**src/rtl/rst_cause_pkg.sv**
```systemverilog
package rst_cause_pkg;

    typedef enum logic [1:0] {
        ST_RUN     = 2'd0,
        ST_HOLD    = 2'd1,
        ST_STRETCH = 2'd2
    } rst_state_e;

    localparam int BIT_POR  = 7;
    localparam int BIT_PIN  = 6;
    localparam int BIT_WDG  = 5;
    localparam int BIT_ILOP = 4;
    localparam int BIT_ILAD = 3;
    localparam int BIT_LVD  = 1;

    localparam logic [7:0] STAT_POR_VAL = 8'h82;

    typedef struct packed {
        logic pin;
        logic wdg;
        logic ilop;
        logic ilad;
        logic lvd;
        logic dbg;
    } rst_src_t;

endpackage

```
**src/rtl/rst_pin_sync.sv**
```systemverilog
module rst_pin_sync #(
    parameter int STAGES = 2
) (
    input  logic clk,
    input  logic por_req,
    input  logic pin_n,
    output logic pin_act
);
    logic [STAGES-1:0] sh;

    always_ff @(posedge clk or posedge por_req) begin
        if (por_req) sh <= '1;
        else         sh <= {sh[STAGES-2:0], pin_n};
    end

    assign pin_act = ~sh[STAGES-1];
endmodule

```
**src/rtl/rst_seq_fsm.sv**
```systemverilog
module rst_seq_fsm
    import rst_cause_pkg::*;
#(
    parameter int STRETCH_CYC = 16
) (
    input  logic clk,
    input  logic por_req,
    input  logic any_req,
    output logic entry,
    output logic sys_rst
);
    localparam int CNT_W = (STRETCH_CYC > 1) ? $clog2(STRETCH_CYC) : 1;
    localparam logic [CNT_W-1:0] CNT_LAST = CNT_W'(STRETCH_CYC - 1);

    rst_state_e state, state_nx;
    logic [CNT_W-1:0] cnt, cnt_nx;

    always_comb begin
        state_nx = state;
        cnt_nx   = cnt;
        unique case (state)
            ST_RUN: if (any_req) state_nx = ST_HOLD;
            ST_HOLD: if (!any_req) begin
                state_nx = ST_STRETCH;
                cnt_nx   = '0;
            end
            ST_STRETCH: begin
                if (any_req)              state_nx = ST_HOLD;
                else if (cnt == CNT_LAST) state_nx = ST_RUN;
                else                      cnt_nx   = cnt + 1'b1;
            end
            default: state_nx = ST_HOLD;
        endcase
    end

    always_ff @(posedge clk or posedge por_req) begin
        if (por_req) begin
            state <= ST_HOLD;
            cnt   <= '0;
        end else begin
            state <= state_nx;
            cnt   <= cnt_nx;
        end
    end

    always_comb begin
        entry   = (state == ST_RUN) && any_req;
        sys_rst = (state != ST_RUN);
    end

    a_r9_req_holds_rst: assert property (@(posedge clk) disable iff (por_req)
        any_req |=> sys_rst);

    a_r9_release_quiet: assert property (@(posedge clk) disable iff (por_req)
        $fell(sys_rst) |-> !$past(any_req));
endmodule

```
**src/rtl/rst_status_reg.sv**
```systemverilog
module rst_status_reg
    import rst_cause_pkg::*;
(
    input  logic       clk,
    input  logic       por_req,
    input  logic       entry,
    input  rst_src_t   src,
    output logic [7:0] status
);
    logic [7:0] cap;

    always_comb begin
        cap           = '0;
        cap[BIT_POR]  = src.lvd & status[BIT_POR];
        cap[BIT_PIN]  = src.pin;
        cap[BIT_WDG]  = src.wdg;
        cap[BIT_ILOP] = src.ilop;
        cap[BIT_ILAD] = src.ilad;
        cap[BIT_LVD]  = src.lvd;
    end

    always_ff @(posedge clk or posedge por_req) begin
        if (por_req)    status <= STAT_POR_VAL;
        else if (entry) status <= cap;
    end

    a_r2_hold_stable: assert property (@(posedge clk) disable iff (por_req)
        !entry |=> $stable(status));

    a_r4_por_kept: assert property (@(posedge clk) disable iff (por_req)
        (entry && src.lvd) |=> (status[BIT_POR] == $past(status[BIT_POR])));

    a_r5_dbg_only: assert property (@(posedge clk) disable iff (por_req)
        (entry && src.dbg && !(src.pin || src.wdg || src.ilop || src.ilad || src.lvd))
        |=> (status == 8'h00));
endmodule

```
**src/rtl/rst_cause_rec.sv**
```systemverilog
module rst_cause_rec
    import rst_cause_pkg::*;
#(
    parameter int SYNC_STAGES = 2,
    parameter int STRETCH_CYC = 16
) (
    input  logic       clk,
    input  logic       por_req,
    input  logic       ext_rst_n,
    input  logic       wdog_timeout,
    input  logic       wdog_en,
    input  logic       illop_req,
    input  logic       stop_exec,
    input  logic       stop_en,
    input  logic       bgnd_exec,
    input  logic       bgnd_en,
    input  logic       illadr_req,
    input  logic       lvd_req,
    input  logic       dbg_force,
    input  logic       bus_sel,
    input  logic       bus_wr,
    output logic [7:0] rd_data,
    output logic       wdog_clr,
    output logic       sys_rst
);
    logic     pin_act;
    logic     entry;
    logic     any_req;
    rst_src_t src;

    rst_pin_sync #(.STAGES(SYNC_STAGES)) u_sync (
        .clk     (clk),
        .por_req (por_req),
        .pin_n   (ext_rst_n),
        .pin_act (pin_act)
    );

    always_comb begin
        src.pin  = pin_act;
        src.wdg  = wdog_timeout & wdog_en;
        src.ilop = illop_req | (stop_exec & ~stop_en) | (bgnd_exec & ~bgnd_en);
        src.ilad = illadr_req;
        src.lvd  = lvd_req;
        src.dbg  = dbg_force;
        any_req  = |src;
    end

    rst_seq_fsm #(.STRETCH_CYC(STRETCH_CYC)) u_fsm (
        .clk     (clk),
        .por_req (por_req),
        .any_req (any_req),
        .entry   (entry),
        .sys_rst (sys_rst)
    );

    rst_status_reg u_stat (
        .clk     (clk),
        .por_req (por_req),
        .entry   (entry),
        .src     (src),
        .status  (rd_data)
    );

    assign wdog_clr = bus_wr & bus_sel;

    a_r10_write_keeps: assert property (@(posedge clk) disable iff (por_req)
        (wdog_clr && !entry) |=> $stable(rd_data));
endmodule

```
**config.mk**
```make
export PLATFORM = sky130hd
export DESIGN_NAME = rst_cause_rec
export DESIGN_NICKNAME = d
export VERILOG_FILES = /design/src/rtl/rst_cause_pkg.sv /design/src/rtl/rst_pin_sync.sv /design/src/rtl/rst_seq_fsm.sv /design/src/rtl/rst_status_reg.sv /design/src/rtl/rst_cause_rec.sv
export SDC_FILE = /design/constraint.sdc
export NUM_CORES = 1
export LEC_CHECK = 0
export ABC_AREA = 1
export CAP_MARGIN = 40
export CELL_PAD_IN_SITES_DETAIL_PLACEMENT = 0
export CELL_PAD_IN_SITES_GLOBAL_PLACEMENT = 1
export CORE_UTILIZATION = 30
export CTS_CLUSTER_SIZE = 16
export DETAILED_ROUTE_END_ITERATION = 6
export HOLD_SLACK_MARGIN = 0.02
export PLACE_DENSITY_LB_ADDON = 0.1
export RECOVER_POWER = 100
export SETUP_SLACK_MARGIN = 0.5
export SYNTH_ARGS = -nofsm -noshare
export SYNTH_HDL_FRONTEND = slang
export SYNTH_SLANG_ARGS = --single-unit
```
**constraint.sdc**
```tcl
create_clock -name clk -period 2.5 [get_ports clk]
set_clock_uncertainty 0.2 [all_clocks]
set_input_delay 0.5 -clock clk [delete_from_list [all_inputs] [get_ports clk]]
set_output_delay 0.5 -clock clk [all_outputs]
set_load 0.01 [all_outputs]
```
### Word-level counts from Yosys, hierarchy flattened

Index checks and enable logic that the tools add are counted.

* $add $sub $neg: 1
* reduce and logical (&&, ||, !) cells: 7
* equality and inequality tests: 8
* bitwise logic cells: 10
* multiplexer cells: 9

Operators with widths (count)
* 4-bit two-way mux: 3
* 2-bit two-way mux: 4
* 4-bit one-hot mux with 2 select lines: 1
* 2-bit != test (second input constant): 3
* 2-bit one-hot mux with 3 select lines: 1
* 6-bit OR reduction: 1
* 1-bit bitwise AND: 5
* 4-bit by 1-bit adder with 4-bit output (second input constant): 1
* 4-bit == test (second input constant): 1
* 4-bit AND reduction: 1
* 2-bit nonzero test: 2
* 3-bit by 1-bit != test with 1-bit output (second input constant): 1
* 1-bit NOT: 3
* 3-bit AND reduction: 1
* 2-bit by 1-bit == test with 1-bit output (second input constant): 1
* 2-bit == test (second input constant): 1
* 2-bit zero test: 1
* 2-bit by 1-bit != test with 1-bit output (second input constant): 1
* 1-bit bitwise OR: 2
* 1-bit logical AND: 1

* register bits after elaboration: 14
* output and inout bits: 10
* logic and storage cells: 39
* input bits: 15

### Longest topological paths before layout

* depth in word-level cells: 7
* gate-level depth with buffers: 8

### Modules after synthesis

From an unflattened synthesis, not the netlist that was laid out.

* cells, all modules: 90
* area, all modules: 693.2 sq um

Modules (own cells, without submodules)
* rst_seq_fsm: instances 1, cells each 40, area each 311.5 sq um
* rst_status_reg: instances 1, cells each 29, area each 247.7 sq um
* rst_cause_rec: instances 1, cells each 17, area each 73.8 sq um
* rst_pin_sync: instances 1, cells each 4, area each 60.1 sq um

### Worst setup path before layout

No wires, ideal clock.

* kind: register to output
* start point: register u_fsm.state[1]
* end point: output sys_rst
* arrival time: 767 ps
* setup slack: 1033 ps
* path buffers: 0
* cell stages (with the launch flop): 3
* cell sequence: dfrtp_1 > nor2_2 > inv_1

* word-level cells in the longest chain between the ends: 1

Ends and longest elaborated chain
* from (decl): line rst_seq_fsm.sv:15 `rst_state_e state, state_nx;`
* from (signal assigned): line rst_seq_fsm.sv:41 `state <= state_nx;`
* 2-bit nonzero test: line rst_seq_fsm.sv:48 `sys_rst = (state != ST_RUN);`
* to (decl): line rst_cause_rec.sv:24 `output logic sys_rst`

No other way between the ends.

### Final worst setup path

* start point: input illadr_req
* end point: register u_stat.status[6]

* word-level cells in the longest chain between the ends: 2

Ends and longest elaborated chain
* from (decl): line rst_cause_rec.sv:17 `input logic illadr_req,`
* 6-bit OR reduction: line rst_cause_rec.sv:45 `any_req = |src;`
* 1-bit logical AND: line rst_seq_fsm.sv:47 `entry = (state == ST_RUN) && any_req;`
* to (signal assigned): line rst_status_reg.sv:24 `else if (entry) status <= cap;`
* to (decl): line rst_status_reg.sv:8 `output logic [7:0] status`

No other way between the ends.
A chain may end at the register's enable or synchronous reset.

==> flow_summary.ini <==
[cts]
clock_path_buffers = 2
clkSinkCount = 14
cts_root_buf = clkbuf_4
h-tree-depth = 1
cts_tree = yes
clk_pin_slew_ns = 0.08
cts_inserted_buffers = 3
clkLatencyLatePin_ns = 0.27

[sta]
tightestPinTransition_ns = 0.542
finalCritPeriodShare = 0.821
hold_viol_final = 0
grt_setup_unrepaired = false
fmax_mhz = 487
drv_slew = 0
setup_viol = 0
fin_tns_setup_ns = 0
relSlewSlack = 0.638
fin_crit_ns = 2.05

[synthesis]
async_reset_ff_frac = 1.00
synth_cell_type_count = 19
syn-cell-area_sq_um = 774
ys_warn_count = 0
synth_top_area_frac = 0.291
synth_largest_area_cell = dfrtp_1
synth-edff-count = 0
postSynthRegisterBits = 14
seq_area_frac_synth = 0.460
syn_inst = 99
synth_ff_type = dfrtp_1
synth.avg_cell_area_sq_um = 7.82
synth_area_leaders = dfrtp_1, dfstp_2, nand2_1, nand3_1, inv_1

[cells_and_area]
antennaDiodeCount = 0
nNetsFinal = 144
final_cell_area_sq_mm = 0.00105
areaGrowthSynthToFinish_pct = 36.0
multi_input_area_sq_um = 329
drive_gt1_frac = 0.118
regArea_sq_um = 357
fillers = 278

[grt]
gr-usage-all-layers = 0.141
grt_pass1_vias = 613
grt_pass1_wl_um = 2770
grt_busiest_layer = met2
gr-total-overflow = 0
antenna_found_initial = 0
grt_util_met1 = 0.181
grtUsageMet3 = 0.0348
grt_max_degree = 15
grtUsageMet2 = 0.213

[drt]
wirelength_um = 1550
drt_iter0_drc = 6
ant_nets = 0
route.vias.total = 663
drc = 0
vias_per_cell = 4.22
dr.pass1.iters = 4
wl_per_cell_um = 9.86

[floorplanning]
coreArea_sq_mm = 0.00245
die_area_sq_mm = 0.00279
fp.dieH_um = 52.8
rows = 18
ios = 25
fp.dieW_um = 52.8
start_util = 0.315

[setup_path]
r2r_setup_slack_ns = 0.87
worstPathMaxFanout = 6
worstPathArrival_ns = 2.07
critPathKind = in -> reg
cp-end-kind = flip-flop
cp-startpoint = illadr_req
worstReg2RegStart = u_fsm.cnt[0]
start_kind = input pin
timing.rr.end = u_fsm.cnt[3]
crit_required_ns = 2.52
r2r_cells = 7

[placement]
dpl_cell_area_sq_mm = 0.00102
port_buffers = 22
gp_congestion = 0.717
dpl.hpwl_um = 1210

[pwr]
peakVddDrop_mv = 0.306
leakage_uw = 0.000575
pwr_density_cell_mw_per_mm2 = 478

[min_path]
worstHoldEndpoint = u_sync.sh[1]
holdPathStages = 0
hp-class = reg -> reg
min_from = u_sync.sh[0]

[run_status]
status = finished, final reports clean

[run]
cap_violations = 0
layout make-up:
class | count | area share
multi-input combinational | 68 | 0.312
timing repair buffer | 25 | 0.222
tap | 30 | 0.0356
inverter | 16 | 0.0570
clock buffer | 4 | 0.0344
sequential | 14 | 0.338
sequential cells by signal, indices dropped and copies added (netlist names):
register	flops
u_sync.sh	2
u_fsm.cnt	4
u_stat.status	6
u_fsm.state	2
kinds of logic (layout without fill, tap and decap cells):
family	after synthesis	in the layout	share of synthesized area
and+or+nand+nor	63	63	0.404
buffers and inverters	18	45	0.0969
DFF	14	14	0.460
adders and majority gates	1	1	0.0162
other	1	2	0.00484
AOI/OAI and AO/OA	1	1	0.00646
xor gates and xnor gates	1	1	0.0113
report_power, final:
part / switching [uW] / total (uW) / internal (uW)
clock: 72.2 / 161 / 88.5
sequential: 7.73 / 253 / 245
combinational: 41.7 / 89.3 / 47.6
what timing repair did:
action | CTS | global route
hold endpoints to repair | 0 | 0
buffers inserted | 0 | 3
setup endpoints to repair | 4 | 2
hold buffers | 0 | 0
cloned | 0 | 0
pin swaps | 0 | 1
gates resized for setup | 4 | 3
synth_stat cells, types with 2 or more instances:
cell type  count
inv_1         15
buf_4          2
nand2_4        2
nand3_1       12
nor2_1         8
dfrtp_1        9
nand3_2        2
nand2_1       34
dfstp_2        5
per-layer routing:
metal  vias up  wire length (um)
met3         2                59
met5         -                 0
met1       294               754
li1        356                 -
met4         0                12
met2        11               722
worst max-delay path by stage:
stage               slack (ns)               end  cells after the start
CTS                       0.26           sys_rst                      3
global route              0.29  u_stat.status[4]                      7
global placement          0.24          wdog_clr                      4
floorplan                 1.03           sys_rst                      2
detailed placement        0.24          wdog_clr                      4
finish                    0.45  u_stat.status[6]                      7
metrics by stage:
| step | utilization | setup WS (ns) | std cells | power, uW | hold slack [ns] |
|---|---|---|---|---|---|
| after CTS | 0.431 | 0.258 | 154 | 522 | 0.161 |
| after floorplan | - | 1.03 | 100 | 302 | 0.145 |
| after global placement | 0.416 | 0.242 | 150 | 358 | 0.147 |
| final | 0.429 | 0.446 | 157 | 503 | 0.160 |
| after detailed placement | 0.416 | 0.236 | 150 | 360 | 0.151 |
| after global routing | 0.429 | 0.293 | 157 | 543 | 0.172 |
cells in the final DEF, fill, tap and decap left out, types with 2 or more instances in the layout:
cell	n
dfrtp_1	9
buf_4	3
clkbuf_4	3
dfstp_2	3
dfstp_1	2
nand2_1	36
nor2_1	8
inv_1	15
conb_1	2
clkdlybuf4s50_1	11
dlygate4sd2_1	2
dlygate4sd3_1	7
nor2_4	2
nand3_1	13
worst max-delay path, cell delays in order:
cell and delay (ns):
dlygate4sd3_1 0.57, or2_0 0.33, nor2_8 0.14, nand2_1 0.14, nand2_1 0.24, nand2_1 0.09
nand2_1 0.06
Power figures use the tool's default switching activity.
